[src/rtl/specld_pkg.sv]
package specld_pkg;
  // Slot index width used by the control-to-datapath strobes (up to 256 entries).
  localparam int SLOT_IDX_W = 8;

  typedef struct packed {
    logic                  allocWe;
    logic [SLOT_IDX_W-1:0] allocSlot;
    logic                  checkClr;
    logic [SLOT_IDX_W-1:0] checkSlot;
  } slotStrobe_t;
endpackage

[src/rtl/specld_dp.sv]
module specld_dp
  import specld_pkg::*;
#(
  parameter int NUM_ENTRIES = 4,
  parameter int TAG_W       = 5,
  parameter int ADDR_W      = 32,
  parameter int GRAIN_LOG2  = 3
) (
  input  logic                   clk,
  input  logic                   rst_n,
  input  slotStrobe_t            strb,
  input  logic [TAG_W-1:0]       allocTag,
  input  logic [ADDR_W-1:0]      allocAddr,
  input  logic                   storeValid,
  input  logic [ADDR_W-1:0]      storeAddr,
  input  logic [TAG_W-1:0]       checkTag,
  output logic [NUM_ENTRIES-1:0] validVec,
  output logic [NUM_ENTRIES-1:0] allocHitVec,
  output logic [NUM_ENTRIES-1:0] checkHitVec,
  output logic [NUM_ENTRIES-1:0] storeHitVec
);
  localparam int LINE_W = ADDR_W - GRAIN_LOG2;

  logic [TAG_W-1:0]  tagQ  [NUM_ENTRIES];
  logic [LINE_W-1:0] lineQ [NUM_ENTRIES];
  logic [NUM_ENTRIES-1:0] validQ;

  assign validVec = validQ;

  always_comb begin
    for (int i = 0; i < NUM_ENTRIES; i++) begin
      allocHitVec[i] = validQ[i] && (tagQ[i] == allocTag);
      checkHitVec[i] = validQ[i] && (tagQ[i] == checkTag);
      storeHitVec[i] = validQ[i] && storeValid &&
                       (lineQ[i] == storeAddr[ADDR_W-1:GRAIN_LOG2]);
    end
  end

  always_ff @(posedge clk) begin
    if (!rst_n) begin
      validQ <= '0;
      for (int i = 0; i < NUM_ENTRIES; i++) begin
        tagQ[i]  <= '0;
        lineQ[i] <= '0;
      end
    end else begin
      for (int i = 0; i < NUM_ENTRIES; i++) begin
        if (strb.allocWe && strb.allocSlot == SLOT_IDX_W'(i)) begin
          validQ[i] <= 1'b1;
          tagQ[i]   <= allocTag;
          lineQ[i]  <= allocAddr[ADDR_W-1:GRAIN_LOG2];
        end else if (storeHitVec[i] ||
                     (strb.checkClr && strb.checkSlot == SLOT_IDX_W'(i))) begin
          validQ[i] <= 1'b0;
        end
      end
    end
  end

  // Per-entry checks on the table state.
  for (genvar g = 0; g < NUM_ENTRIES; g++) begin : g_entryChk
    a_r7_alloc_lands: assert property (@(posedge clk) disable iff (!rst_n)
      (strb.allocWe && strb.allocSlot == SLOT_IDX_W'(g)) |=> validQ[g]);
    a_r3_store_kills: assert property (@(posedge clk) disable iff (!rst_n)
      (storeHitVec[g] && !(strb.allocWe && strb.allocSlot == SLOT_IDX_W'(g)))
        |=> !validQ[g]);
    for (genvar h = g + 1; h < NUM_ENTRIES; h++) begin : g_pair
      a_r6_unique_tags: assert property (@(posedge clk) disable iff (!rst_n)
        !(validQ[g] && validQ[h] && tagQ[g] == tagQ[h]));
    end
  end
endmodule

[src/rtl/specld_ctrl.sv]
module specld_ctrl
  import specld_pkg::*;
#(
  parameter int NUM_ENTRIES = 4
) (
  input  logic                   clk,
  input  logic                   rst_n,
  input  logic                   allocValid,
  input  logic                   checkValid,
  input  logic [NUM_ENTRIES-1:0] validVec,
  input  logic [NUM_ENTRIES-1:0] allocHitVec,
  input  logic [NUM_ENTRIES-1:0] checkHitVec,
  input  logic [NUM_ENTRIES-1:0] storeHitVec,
  output slotStrobe_t            strb,
  output logic                   resValid,
  output logic                   resPass
);
  localparam int IDX_W = (NUM_ENTRIES > 1) ? $clog2(NUM_ENTRIES) : 1;

  logic [IDX_W-1:0]      rrPtr;
  logic                  hitAny, freeAny, liveAny, evict;
  logic [SLOT_IDX_W-1:0] hitIdx, freeIdx, liveIdx;

  always_comb begin
    hitAny = 1'b0; hitIdx = '0;
    freeAny = 1'b0; freeIdx = '0;
    liveAny = 1'b0; liveIdx = '0;
    for (int i = 0; i < NUM_ENTRIES; i++) begin
      if (!hitAny && allocHitVec[i]) begin
        hitAny = 1'b1; hitIdx = SLOT_IDX_W'(i);
      end
      if (!freeAny && !validVec[i]) begin
        freeAny = 1'b1; freeIdx = SLOT_IDX_W'(i);
      end
      // Store is applied before the check: a hit entry the store also hits is dead.
      if (!liveAny && checkHitVec[i] && !storeHitVec[i]) begin
        liveAny = 1'b1; liveIdx = SLOT_IDX_W'(i);
      end
    end
  end

  always_comb begin
    evict          = allocValid && !hitAny && !freeAny;
    strb.allocWe   = allocValid;
    strb.allocSlot = hitAny ? hitIdx : (freeAny ? freeIdx : SLOT_IDX_W'(rrPtr));
    strb.checkClr  = checkValid && liveAny;
    strb.checkSlot = liveIdx;
  end

  always_ff @(posedge clk) begin
    if (!rst_n) begin
      rrPtr    <= '0;
      resValid <= 1'b0;
      resPass  <= 1'b0;
    end else begin
      resValid <= checkValid;
      resPass  <= checkValid && liveAny;
      if (evict)
        rrPtr <= (rrPtr == IDX_W'(NUM_ENTRIES - 1)) ? '0 : rrPtr + 1'b1;
    end
  end

  a_r2_answer_next: assert property (@(posedge clk) disable iff (!rst_n)
    checkValid |=> resValid);
  a_r2_no_spurious: assert property (@(posedge clk) disable iff (!rst_n)
    !checkValid |=> !resValid);
  a_r11_pass_needs_valid: assert property (@(posedge clk) disable iff (!rst_n)
    resPass |-> resValid);
  a_r4_single_match: assert property (@(posedge clk) disable iff (!rst_n)
    $onehot0(checkHitVec));
  a_r7_rr_range: assert property (@(posedge clk) disable iff (!rst_n)
    rrPtr <= IDX_W'(NUM_ENTRIES - 1));
  a_r7_rr_moves_on_evict: assert property (@(posedge clk) disable iff (!rst_n)
    !evict |=> $stable(rrPtr));
endmodule

[src/rtl/specld_table.sv]
module specld_table
  import specld_pkg::*;
#(
  parameter int NUM_ENTRIES = 4,
  parameter int TAG_W       = 5,
  parameter int ADDR_W      = 32,
  parameter int GRAIN_LOG2  = 3
) (
  input  logic              clk,
  input  logic              rst_n,
  input  logic              allocValid,
  input  logic [TAG_W-1:0]  allocTag,
  input  logic [ADDR_W-1:0] allocAddr,
  input  logic              storeValid,
  input  logic [ADDR_W-1:0] storeAddr,
  input  logic              checkValid,
  input  logic [TAG_W-1:0]  checkTag,
  output logic              resValid,
  output logic              resPass
);
  slotStrobe_t            strb;
  logic [NUM_ENTRIES-1:0] validVec, allocHitVec, checkHitVec, storeHitVec;

  specld_dp #(
    .NUM_ENTRIES(NUM_ENTRIES), .TAG_W(TAG_W),
    .ADDR_W(ADDR_W), .GRAIN_LOG2(GRAIN_LOG2)
  ) u_dp (
    .clk(clk), .rst_n(rst_n), .strb(strb),
    .allocTag(allocTag), .allocAddr(allocAddr),
    .storeValid(storeValid), .storeAddr(storeAddr),
    .checkTag(checkTag),
    .validVec(validVec), .allocHitVec(allocHitVec),
    .checkHitVec(checkHitVec), .storeHitVec(storeHitVec)
  );

  specld_ctrl #(.NUM_ENTRIES(NUM_ENTRIES)) u_ctrl (
    .clk(clk), .rst_n(rst_n),
    .allocValid(allocValid), .checkValid(checkValid),
    .validVec(validVec), .allocHitVec(allocHitVec),
    .checkHitVec(checkHitVec), .storeHitVec(storeHitVec),
    .strb(strb), .resValid(resValid), .resPass(resPass)
  );
endmodule

[config.mk]
export PLATFORM = sky130hd
export DESIGN_NAME = specld_table
export DESIGN_NICKNAME = d
export VERILOG_FILES = /design/src/rtl/specld_pkg.sv /design/src/rtl/specld_dp.sv /design/src/rtl/specld_ctrl.sv /design/src/rtl/specld_table.sv
export SDC_FILE = /design/constraint.sdc
export NUM_CORES = 1
export LEC_CHECK = 0
export BUFFER_PORTS_ARGS = -buffer_cell sky130_fd_sc_hd__clkbuf_2
export CORE_AREA = 2 2 140 142
export DETAILED_ROUTE_END_ITERATION = 7
export DIE_AREA = 0 0 142 144
export SYNTH_ARGS = -nofsm -noshare
export SYNTH_HDL_FRONTEND = slang
export SYNTH_HIERARCHICAL = 1
export SYNTH_SLANG_ARGS = --single-unit
[constraint.sdc]
create_clock -name clk -period 5.55 [get_ports clk]
set_clock_uncertainty 0.2 [all_clocks]
set_input_delay 0.2775 -clock clk [delete_from_list [all_inputs] [get_ports clk]]
set_output_delay 0.2775 -clock clk [all_outputs]
set_load 0.005 [all_outputs]
* Yosys cells after proc, flatten, opt, wreduce, memory -nomap -nowiden
Memory sizes are Yosys's and may differ from the RTL's. Index checks and enable logic that the tools add are counted.
Cells by class: $add $sub $neg 1, eq/ne operators 19, mux-type cells 53, bitwise operators 8, reductions and logical operators 67
Operator list (count):
- equality test 29 bit | 4
- 2-to-1 mux 29 bit | 4
- equality test 5 bit | 8
- logical AND 1 bit | 40
- 2-to-1 mux 1 bit | 36
- equality test 8 x 2 -> 1 bit, second input constant | 4
- 2-to-1 mux 5 bit | 4
- zero test 1 bit | 17
- equality test 8 x 1 -> 1 bit, second input constant | 2
- zero test 8 bit | 2
- 2-to-1 mux 2 bit | 8
- 2-to-1 mux 8 bit | 1
- OR 1 bit | 8
- nonzero test 2 bit | 4
- logical OR 1 bit | 4
- adder 2 x 1 -> 2 bit, second input constant | 1
- equality test 2 bit, second input constant | 1
Storage, ports and cells: register bits 8, RAM bits 136, input port bits 79, output and inout bits 2, memories kept 2
Memories:
- u_dp.lineQ | depth 4, width 29, rd ports 4, clocked after Yosys merged registers in 0, write ports 4, line specld_dp.sv:25 | logic [LINE_W-1:0] lineQ [NUM_ENTRIES];
- u_dp.tagQ | depth 4, width 5, rd ports 4, clocked after Yosys merged registers in 0, write ports 4, line specld_dp.sv:24 | logic [TAG_W-1:0] tagQ [NUM_ENTRIES];

* Depth between registers and ports, before layout
Gate-level depths: netlist of run 1. An unclocked memory read counts as a cell.
word-level depth 23, mapped depth 13, mapped depth without buffers 13

* Modules after synthesis
The synthesis of run 1 kept the hierarchy.
Modules (own cells, without submodules):
- specld_dp | times used 1, cells an instance 536, area an instance 7041.8 µm², sequential area each 4164.0 µm²
- specld_ctrl | times used 1, cells an instance 52, area an instance 382.9 µm², sequential area each 80.1 µm²

* Least setup slack after synthesis of run 1
Ideal clock, no wire load.
path kind input port to flip-flop, start in allocTag[2], end mem u_dp/lineQ[3][0] in the netlist's numbering, enable pin, library setup time 472 ps, data arrival time 4198 ps, data required time 4878 ps, setup slack 679 ps, cell stages on the path 8, path buffers 1, cells stage by stage clkbuf_1 xor2_1 nor4_1 and3_1 a311oi_1 nor3_1 nand2_1 o21ai_0
RTL lines:
- from (decl) | line specld_table.sv:12 | input logic [TAG_W-1:0] allocTag,
- to (decl) | line specld_dp.sv:25

==> metrics.txt, run 1 <==
share of power burned in registers 50.9%; CTS root buf sky130_fd_sc_hd__clkbuf_16; Post-synth EDFFs 136; antenna diode count 0; post-synthesis register bit count 144; total leakage power 3.38 nW; cell row count 51; Total GRT Usage 19.0%; portion of the clock cycle consumed by the worst path in the final layout 70.3%; Vias 4,684; final layout net count 776; full die area 20,400 µm²; detailed router's first-iteration violation count 295; Ports 81; wire length of the first global-routing pass 28.1 mm; final period demand of the worst path 3900 ps; Antenna Violating Nets Remaining 0; Most used DFF post-synth sky130_fd_sc_hd__edfxtp_1; max cap viols 0; hold bufs inserted after CTS 27; required arrival time at the worst endpoint 5480 ps; dominant cells by area after synthesis sky130_fd_sc_hd__edfxtp_1 (55%), sky130_fd_sc_hd__xor2_1 (13%), sky130_fd_sc_hd__and2_1 (12%); wire length per cell after detailed routing 19.4 µm; switching share of power 23.3%; arrival time of data at the critical path endpoint 3830 ps; area share of the largest cell type after synthesis 55.0%; nature of the critical path endpoint flop; worst setup path category flop to flop; crit path max fanout 23; result of the run finished clean; post-route setup TNS 0 ps; smallest setup slack after layout 1650 ps; count of H-tree levels built during CTS 4; path class of the lowest-slack min-delay path primary input to flop; final routed wirelength across all metal layers 18.4 mm; critical path's slowest cell sky130_fd_sc_hd__o21ai_4; Async SR Flop Fraction 0%; summed instance area of the synthesized netlist 7420 µm²; combinational share of power 8.8%; pre-CTS setup slack 1570 ps; Int Pwr 0.00188 W; category of the worst setup path launch point flop; CTS tree yes; post-CTS setup repair buffer count 0; number of different library cells in the post-synthesis netlist 43; cell family with most CP delay simple AND/OR/NAND/NOR gates; highest clock rate 256 MHz; antenna violations before repair 0; number of search-and-repair iterations in the first detailed-routing pass 5; DRC violations left 0; number of clock sinks seen by CTS 144; number of endpoints with negative hold slack in the final report 0; proportion of layout cells with a drive suffix above 1 17.0%; stage delay of the slowest cell on the critical path 770 ps; leading post-synthesis cells by instance count sky130_fd_sc_hd__and2_1 (137), sky130_fd_sc_hd__edfxtp_1 (136), sky130_fd_sc_hd__xor2_1 (112); Via-to-Cell Ratio 4.96; maximum vdd ir drop 0.221 mV; DPL Wire Length 12.8 mm; synth-to-layout area growth 19.1%; number of pins exceeding their max-slew limit in the final report 0; proportion of synthesized chip area in sequential cells 57.2%; RSZ-0062 raised after global routing false; Resize count post-CTS 0; synthesized instance count 588; weighted congestion at the end of routability-driven global placement 0.801; total net switching power 0.000569 W; clock latency at the later pin of the worst-skew pair 420 ps; Final setup violation count 0; number of buffers added on ports 74; Syn. warnings 6; maximum number of pins on one net before global-route repair 36; Slew headroom 35.5%; clock-pin transition on the worst setup and hold timing paths 60 ps; ratio of total power to cell area 277 nW/µm²; Horiz. Die Dim 142 µm; transition time of the tightest slew-check pin 960 ps; buffers from clock root to sink, at most 2; worst path buffer plus inverter count 1; sequence of cells on the critical path xor2_1 -> nor4_1 -> and3_1 -> a311oi_1 -> nor3_1 -> nand2_1 -> o21ai_4 -> buf_4; most numerous cell in the Yosys netlist sky130_fd_sc_hd__and2_1; gr ovfl total 0; vias in the first global route 4,904; Die Y-Extent 144 µm; portion of total power attributed to the clock network 40.3%; initial cell density of the core 38.9%; synthesized area per cell 12.6 µm²; Yosys top cell by area sky130_fd_sc_hd__edfxtp_1; number of buffers created by CTS 17; core region area 19,100 µm²
worst paths after layout:
check / endpoint / slack, ps / cells past startpoint / startpoint
worst min register to register: u_ctrl/rrPtr[1] / 280 / 2 / u_ctrl/rrPtr[1]
worst max register to register: u_dp/lineQ[3][17] / 1650 / 8 / u_dp/tagQ[3][2]
worst max-delay path: u_dp/lineQ[3][17] / 1650 / 8 / u_dp/tagQ[3][2]
worst min-delay path: u_dp/lineQ[2][2] / 10 / 2 / allocAddr[5]
flip-flops by register name, summed over array words and instances, names as in the netlist:
name and count:
u_ctrl/rrPtr 2, u_dp/lineQ 116, u_ctrl/resPass 1, u_dp/validVec 4
u_ctrl/resValid 1, u_dp/tagQ 20
routing by layer:
metal | part of all wire (%) | vias up | global-route usage, % | routed length [µm]
met5 | 0 | - | 0 | 0
met4 | 1.6 | 0 | 5.63 | 288
met3 | 5.0 | 21 | 5.20 | 919
met2 | 51 | 122 | 33.0 | 9380
met1 | 42 | 2285 | 23.1 | 7790
li1 | - | 2256 | - | -
logic make-up after synthesis:
kind of cell | synth area share [%]
simple gates | 20.0
buf+inv | 2.65
compound gates | 1.62
fa+ha+maj | 0.168
flops | 57.2
xor+xnor | 18.4
other cells | 0.0505
power by group through the flow:
stage / clock [W] / combinational [W] / sequential [W]
2_1_floorplan: 0 / 0.000106 / 0.00127
3_3_place_gp: 0 / 0.000198 / 0.00127
3_5_place_dp: 0 / 0.000202 / 0.00127
4_1_cts: 0.00100 / 0.000219 / 0.00125
5_1_grt: 0.00105 / 0.000235 / 0.00125
6_report: 0.000986 / 0.000215 / 0.00125
placed cells by master, fill, tap and decap left out, drive strengths merged, types with 2 or more instances in the layout:
| cell | synthesis | final |
|---|---|---|
| a21oi | 3 | 3 |
| and2 | 139 | 139 |
| and3 | 8 | 8 |
| buf | 16 | 8 |
| clkbuf | 16 | 98 |
| clkinv | 0 | 5 |
| conb | 1 | 12 |
| dfxtp | 8 | 8 |
| dlygate4sd3 | 0 | 28 |
| edfxtp | 136 | 136 |
| inv | 4 | 4 |
| nand2 | 7 | 7 |
| nand2b | 2 | 2 |
| nand3 | 7 | 7 |
| nand3b | 2 | 2 |
| nand4 | 16 | 16 |
| nor2 | 6 | 6 |
| nor2b | 3 | 3 |
| nor3 | 4 | 4 |
| nor4 | 34 | 34 |
| o21ai | 6 | 6 |
| o22ai | 3 | 3 |
| xnor2 | 44 | 44 |
| xor2 | 112 | 112 |
metrics by stage:
step | util, % | std cells | cell area, µm² | total power (W) | hold slack (ps)
finish | 46.4 | 945 | 8840 | 0.00245 | 10.7
global placement | 42.3 | 887 | 8070 | 0.00146 | 264
floorplan | - | 599 | 7470 | 0.00137 | 210
detailed placement | 42.3 | 887 | 8070 | 0.00147 | 274
global route | 46.4 | 945 | 8840 | 0.00253 | 5.98
CTS | 46.3 | 944 | 8830 | 0.00247 | 2.12
worst register-to-register path, cell delays in order, from the launching register on:
cell and delay (ps):
sky130_fd_sc_hd__edfxtp_1 430, sky130_fd_sc_hd__xor2_1 170, sky130_fd_sc_hd__nor4_1 320, sky130_fd_sc_hd__and3_1 270, sky130_fd_sc_hd__a311oi_1 70, sky130_fd_sc_hd__nor3_1 750
sky130_fd_sc_hd__nand2_1 300, sky130_fd_sc_hd__o21ai_4 770, sky130_fd_sc_hd__buf_4 320
final cells by class:
class,count,area (µm²)
Fill cell,1746,10200
Sequential cell,144,4240
Multi-Input combinational cell,419,3090
Timing Repair Buffer,110,711
Clock buffer,24,452
Tap cell,238,298
Clock inverter,6,38.8
Inverter,4,15.0
(Power assumes the default switching activity.)
==> run 2, diff against run 1 <==
==> constraint.sdc (replaced) <==
create_clock -name clk -period 4 [get_ports clk]
set_clock_uncertainty 0.2 [all_clocks]
set_input_delay 0.2 -clock clk [delete_from_list [all_inputs] [get_ports clk]]
set_output_delay 0.2 -clock clk [all_outputs]
set_load 0.005 [all_outputs]
==> run 2 against run 1 <==
Die area unchanged. Flip-flop and latch count is the same. Combinational power rose by 40%. Clock power rose by 49%. Worst hold slack improved by 12 ps. First-iteration DRC count decreased by 13%. Clock-buffer cell count shrank 6. Power rose by 43%. Critical path type unchanged. Critical endpoint is now u_dp/lineQ[2][14]. Largest cell class unchanged. Largest power group unchanged. Highest routed layer unchanged.
==> metrics.txt, run 2 (synthesized netlist as in run 1, its figures left out) <==
result of the run finished clean; wire length per cell after detailed routing 19.1 µm; cell family with most CP delay simple AND/OR/NAND/NOR gates; Total GRT Usage 18.7%; number of cells on the worst hold path 2; initial cell density of the core 38.9%; DRC violations left 0; cell total after placement 887; count of filler cells inserted in the layout 1,745; critical path launch point u_dp/tagQ[2][2]; final period demand of the worst path 3490 ps; number of pins exceeding their max-slew limit in the final report 0; crit path max fanout 29; reg2reg start u_dp/tagQ[2][2]; portion of total power attributed to the clock network 42.0%; power after layout 0.00350 W; number of buffers added on ports 74; category of the worst setup path launch point flop; Horiz. Die Dim 142 µm; cell row count 51; final layout net count 779; Vias 4,681; required arrival time at the worst endpoint 3920 ps; flip-flop count of the largest register after layout 116; combinational share of power 8.6%; area of the multi-input gates 3080 µm²; CTS root buf sky130_fd_sc_hd__clkbuf_16; full die area 20,400 µm²; total leakage power 3.43 nW; DPL Wire Length 12.5 mm; filler-free cell count of the finished design 950; clock-pin transition on the worst setup and hold timing paths 60 ps; ratio of total power to cell area 391 nW/µm²; Final setup violation count 0; worst path buffer plus inverter count 1; switching share of power 23.5%; number of endpoints with negative hold slack in the final report 0; min-delay src allocTag[0]; Antenna Violating Nets Remaining 0; detailed router's first-iteration violation count 258; post-route setup TNS 0 ps; length in cells of the worst reg-to-reg path 8; number of search-and-repair iterations in the first detailed-routing pass 4; CTS tree yes; Slew headroom 35.1%; critical path's slowest cell sky130_fd_sc_hd__nor3_1; max cap viols 0; portion of the clock cycle consumed by the worst path in the final layout 87.4%; share of power burned in registers 49.4%; leading cell types in the layout, fill and taps excluded sky130_fd_sc_hd__and2_1 (137), sky130_fd_sc_hd__edfxtp_1 (136), sky130_fd_sc_hd__xor2_1 (112); core region area 19,100 µm²; weighted congestion at the end of routability-driven global placement 0.827; Stages on worst setup path 8; transition time of the tightest slew-check pin 974 ps; highest clock rate 286 MHz; worst setup path category flop to flop; storage element area 4240 µm²; total net switching power 0.000822 W; vias in the first global route 4,838; Via-to-Cell Ratio 4.93; clock latency at the later pin of the worst-skew pair 420 ps; most common library cell in the layout ignoring fill and taps sky130_fd_sc_hd__and2_1; maximum number of pins on one net before global-route repair 36; gr ovfl total 0; final routed wirelength across all metal layers 18.1 mm; path class of the lowest-slack min-delay path primary input to flop; arrival time of data at the critical path endpoint 3410 ps; pre-CTS setup slack 467 ps; buffers from clock root to sink, at most 2; Int Pwr 0.00268 W; RSZ-0062 raised after global routing false; antenna violations before repair 0; smallest setup slack after layout 505 ps; nature of the critical path endpoint flop; wire length of the first global-routing pass 27.6 mm; Die Y-Extent 144 µm; antenna diode count 0; synth-to-layout area growth 20.5%; largest register by flop count u_dp/lineQ; number of clock sinks seen by CTS 144; number of buffers created by CTS 17; proportion of layout cells with a drive suffix above 1 18.0%; count of H-tree levels built during CTS 4; stage delay of the slowest cell on the critical path 750 ps; Ports 81; maximum vdd ir drop 0.315 mV; sequence of cells on the critical path xor2_1 -> nor4_1 -> and3_1 -> a311oi_1 -> nor3_1 -> nand2b_1 -> o21ai_4 -> buf_12
[run 2: changes by cell type in the layout (fill, tap and decap cells not counted), moves of 2 or more]
cell and delta:
sky130_fd_sc_hd__clkinv_2 +4, sky130_fd_sc_hd__inv_6 +3, sky130_fd_sc_hd__clkbuf_1 -6, sky130_fd_sc_hd__buf_4 -2, sky130_fd_sc_hd__dlygate4sd3_1 +3, sky130_fd_sc_hd__buf_12 +2
[run 2: final cells by class]
class | count | share of cell area, %
multi-input cells | 419 | 34.4
clock buffers | 18 | 4.80
inverters | 4 | 0.168
repair buffers | 113 | 8.56
well taps | 238 | 3.33
clock inverters | 14 | 1.27
flip-flops and latches | 144 | 47.4
[run 2: per-stage QoR]
stage               hold WS, ps  cell area, µm²  util, %
floorplan                   133            7470        -
global placement            240            8090     42.4
detailed placement          243            8090     42.4
CTS                        2.05            8950     46.9
global route               32.3            8950     46.9
finish                     22.3            8950     46.9
[run 2: worst register-to-register path: stages (launching register included)]
cell and delay, ps:
sky130_fd_sc_hd__edfxtp_1 420, sky130_fd_sc_hd__xor2_1 160, sky130_fd_sc_hd__nor4_1 360, sky130_fd_sc_hd__and3_1 280, sky130_fd_sc_hd__a311oi_1 60, sky130_fd_sc_hd__nor3_1 750, sky130_fd_sc_hd__nand2b_1 300, sky130_fd_sc_hd__o21ai_4 360
sky130_fd_sc_hd__buf_12 270
[run 2: power groups by stage]
stage / Clock [W] / Sequential (W) / Combinational, W
2_1_floorplan: 0 / 0.00176 / 0.000148
3_3_place_gp: 0 / 0.00176 / 0.000278
3_5_place_dp: 0 / 0.00176 / 0.000281
4_1_cts: 0.00150 / 0.00173 / 0.000307
5_1_grt: 0.00157 / 0.00173 / 0.000330
6_report: 0.00147 / 0.00173 / 0.000302
[run 2: final timing paths]
kind                                           to  slack (ps)
worst max-delay path            u_dp/lineQ[2][14]         510
worst min-delay path              u_dp/tagQ[0][0]          20
worst max register to register  u_dp/lineQ[2][14]         510
worst min register to register    u_ctrl/rrPtr[1]         280
[run 2: timing repair]
action | in CTS | in global routing
resized for setup | 0 | 0
endpoints found under the hold margin | 120 | 0
setup buffers | 0 | 0
hold buffers | 31 | 0
[run 2: layer usage]
metal,track usage (%),vias up,share of wire (%)
met5,0,-,0
met4,6.58,0,1.6
met3,4.34,17,5.4
met2,31.9,126,51
met1,23.5,2286,42
li1,-,2252,-
==> run 3, diff against run 2 <==
--- a/config.mk
+++ b/config.mk
@@ -7,6 +7,7 @@
 export LEC_CHECK = 0
 export BUFFER_PORTS_ARGS = -buffer_cell sky130_fd_sc_hd__clkbuf_2
 export CORE_AREA = 2 2 140 142
+export CTS_BUF_LIST = sky130_fd_sc_hd__clkbuf_16
 export DETAILED_ROUTE_END_ITERATION = 7
 export DIE_AREA = 0 0 142 144
 export SYNTH_ARGS = -nofsm -noshare
==> run 3 against run 2 <==
Largest power group unchanged. Die area did not move. Fmax rose by 0.12%. Non-clock buffer count did not move. First-iteration DRC count did not move. Cell area did not move. Final cell count did not move. Register-to-register slack barely moved. Global-route usage did not move. Clock-buffer cell count fell by 1. Flip-flop and latch count did not move. Sequential share of layout area did not move.
==> metrics.txt, run 3 (synthesized netlist as in run 1, its figures left out) <==
number of buffers added on ports 74; wire length per cell after detailed routing 19.0 µm; synth-to-layout area growth 20.5%; DRC violations left 0; category of the worst setup path launch point flop; storage element area 4240 µm²; top layer used by detailed routing met4; DPL Wire Length 12.5 mm; number of buffers created by CTS 17; Die Y-Extent 144 µm; buffers from clock root to sink, at most 2; hold bufs inserted after CTS 31; largest register by flop count u_dp/lineQ; ratio of total power to cell area 391 nW/µm²; vias in the first global route 4,838; transition time of the tightest slew-check pin 959 ps; stage delay of the slowest cell on the critical path 750 ps; cell total after placement 887; cell family with most CP delay simple AND/OR/NAND/NOR gates; sequence of cells on the critical path xor2_1 -> nor4_1 -> and3_1 -> a311oi_1 -> nor3_1 -> nand2b_1 -> o21ai_4 -> buf_12; proportion of layout cells with a drive suffix above 1 18.0%; post-route setup TNS 0 ps; required arrival time at the worst endpoint 3920 ps; nature of the critical path endpoint flop; Antenna Violating Nets Remaining 0; portion of the clock cycle consumed by the worst path in the final layout 87.3%; filler-free cell count of the finished design 950; number of search-and-repair iterations in the first detailed-routing pass 4; path class of the lowest-slack min-delay path primary input to flop; antenna violations before repair 0; Slew headroom 35.6%; final period demand of the worst path 3490 ps; worst path buffer plus inverter count 1; full die area 20,400 µm²; weighted congestion at the end of routability-driven global placement 0.827; antenna diode count 0; Final setup violation count 0; CTS root buf sky130_fd_sc_hd__clkbuf_16; count of filler cells inserted in the layout 1,745; count of H-tree levels built during CTS 4; leading cell types in the layout, fill and taps excluded sky130_fd_sc_hd__and2_1 (137), sky130_fd_sc_hd__edfxtp_1 (136), sky130_fd_sc_hd__xor2_1 (112); CTS tree yes; total leakage power 3.43 nW; number of pins exceeding their max-slew limit in the final report 0; final routed wirelength across all metal layers 18.1 mm; most common library cell in the layout ignoring fill and taps sky130_fd_sc_hd__and2_1; arrival time of data at the critical path endpoint 3410 ps; max cap viols 0; wire length on met3 763 µm; flip-flop count of the largest register after layout 116; maximum number of pins on one net before global-route repair 36; area of the multi-input gates 3080 µm²; crit path max fanout 29; Horiz. Die Dim 142 µm; cell row count 51; clock latency at the later pin of the worst-skew pair 430 ps; number of endpoints with negative hold slack in the final report 0; Resize count post-CTS 0; highest clock rate 286 MHz; result of the run finished clean; post-CTS setup repair buffer count 0; metal2 WL 9.13 mm; maximum vdd ir drop 0.321 mV; Vias 4,675; RSZ-0062 raised after global routing false; critical path's slowest cell sky130_fd_sc_hd__nor3_1; initial cell density of the core 38.9%; number of clock sinks seen by CTS 144; detailed router's first-iteration violation count 258; Via-to-Cell Ratio 4.92; final layout net count 779; gr ovfl total 0; Total GRT Usage 18.7%; core region area 19,100 µm²; worst setup path category flop to flop; wire length of the first global-routing pass 27.6 mm; Ports 81; wire length the detailed router placed on met1 7.87 mm; clock-pin transition on the worst setup and hold timing paths 60 ps
==> run 3: per-stage QoR <==
step                hold slack, ps  setup slack [ps]  util [%]  cell area, µm²  power, W
finish                        18.9               509      46.9            8950   0.00350
global placement               240               598      42.4            8090   0.00203
global route                  32.3               328      46.9            8950   0.00363
CTS                           2.05               475      46.9            8950   0.00353
floorplan                      133              65.1         -            7470   0.00190
detailed placement             243               467      42.4            8090   0.00204
==> run 3: layout make-up <==
cell class,count,area share (%)
clock buffer,17,4.76
clock inverter,15,1.31
inverter,4,0.168
multi-input combinational,419,34.4
sequential,144,47.4
tap,238,3.33
timing repair buffer,113,8.56
==> run 3: power breakdown <==
group          internal [W]  switching, W  leakage (nW)
combinational      0.000127      0.000174          1.72
clock              0.000848      0.000625         0.272
sequential          0.00170     0.0000272          1.44
total               0.00267      0.000826          3.43
==> run 3: worst paths after layout <==
| path | start | to | slack (ps) | depth (start not counted) |
|---|---|---|---|---|
| min | allocTag[0] | u_dp/tagQ[0][0] | 20 | 2 |
| max reg2reg | u_dp/tagQ[2][2] | u_dp/lineQ[2][9] | 510 | 8 |
| min reg2reg | u_ctrl/rrPtr[1] | u_ctrl/rrPtr[1] | 280 | 2 |
| max | u_dp/tagQ[2][2] | u_dp/lineQ[2][9] | 510 | 8 |
==> run 3: routing by layer <==
metal | vias to the layer above | track usage (%)
met4 | 0 | 6.58
met3 | 21 | 4.34
li1 | 2252 | -
met1 | 2287 | 23.5
met5 | - | 0
met2 | 115 | 31.9
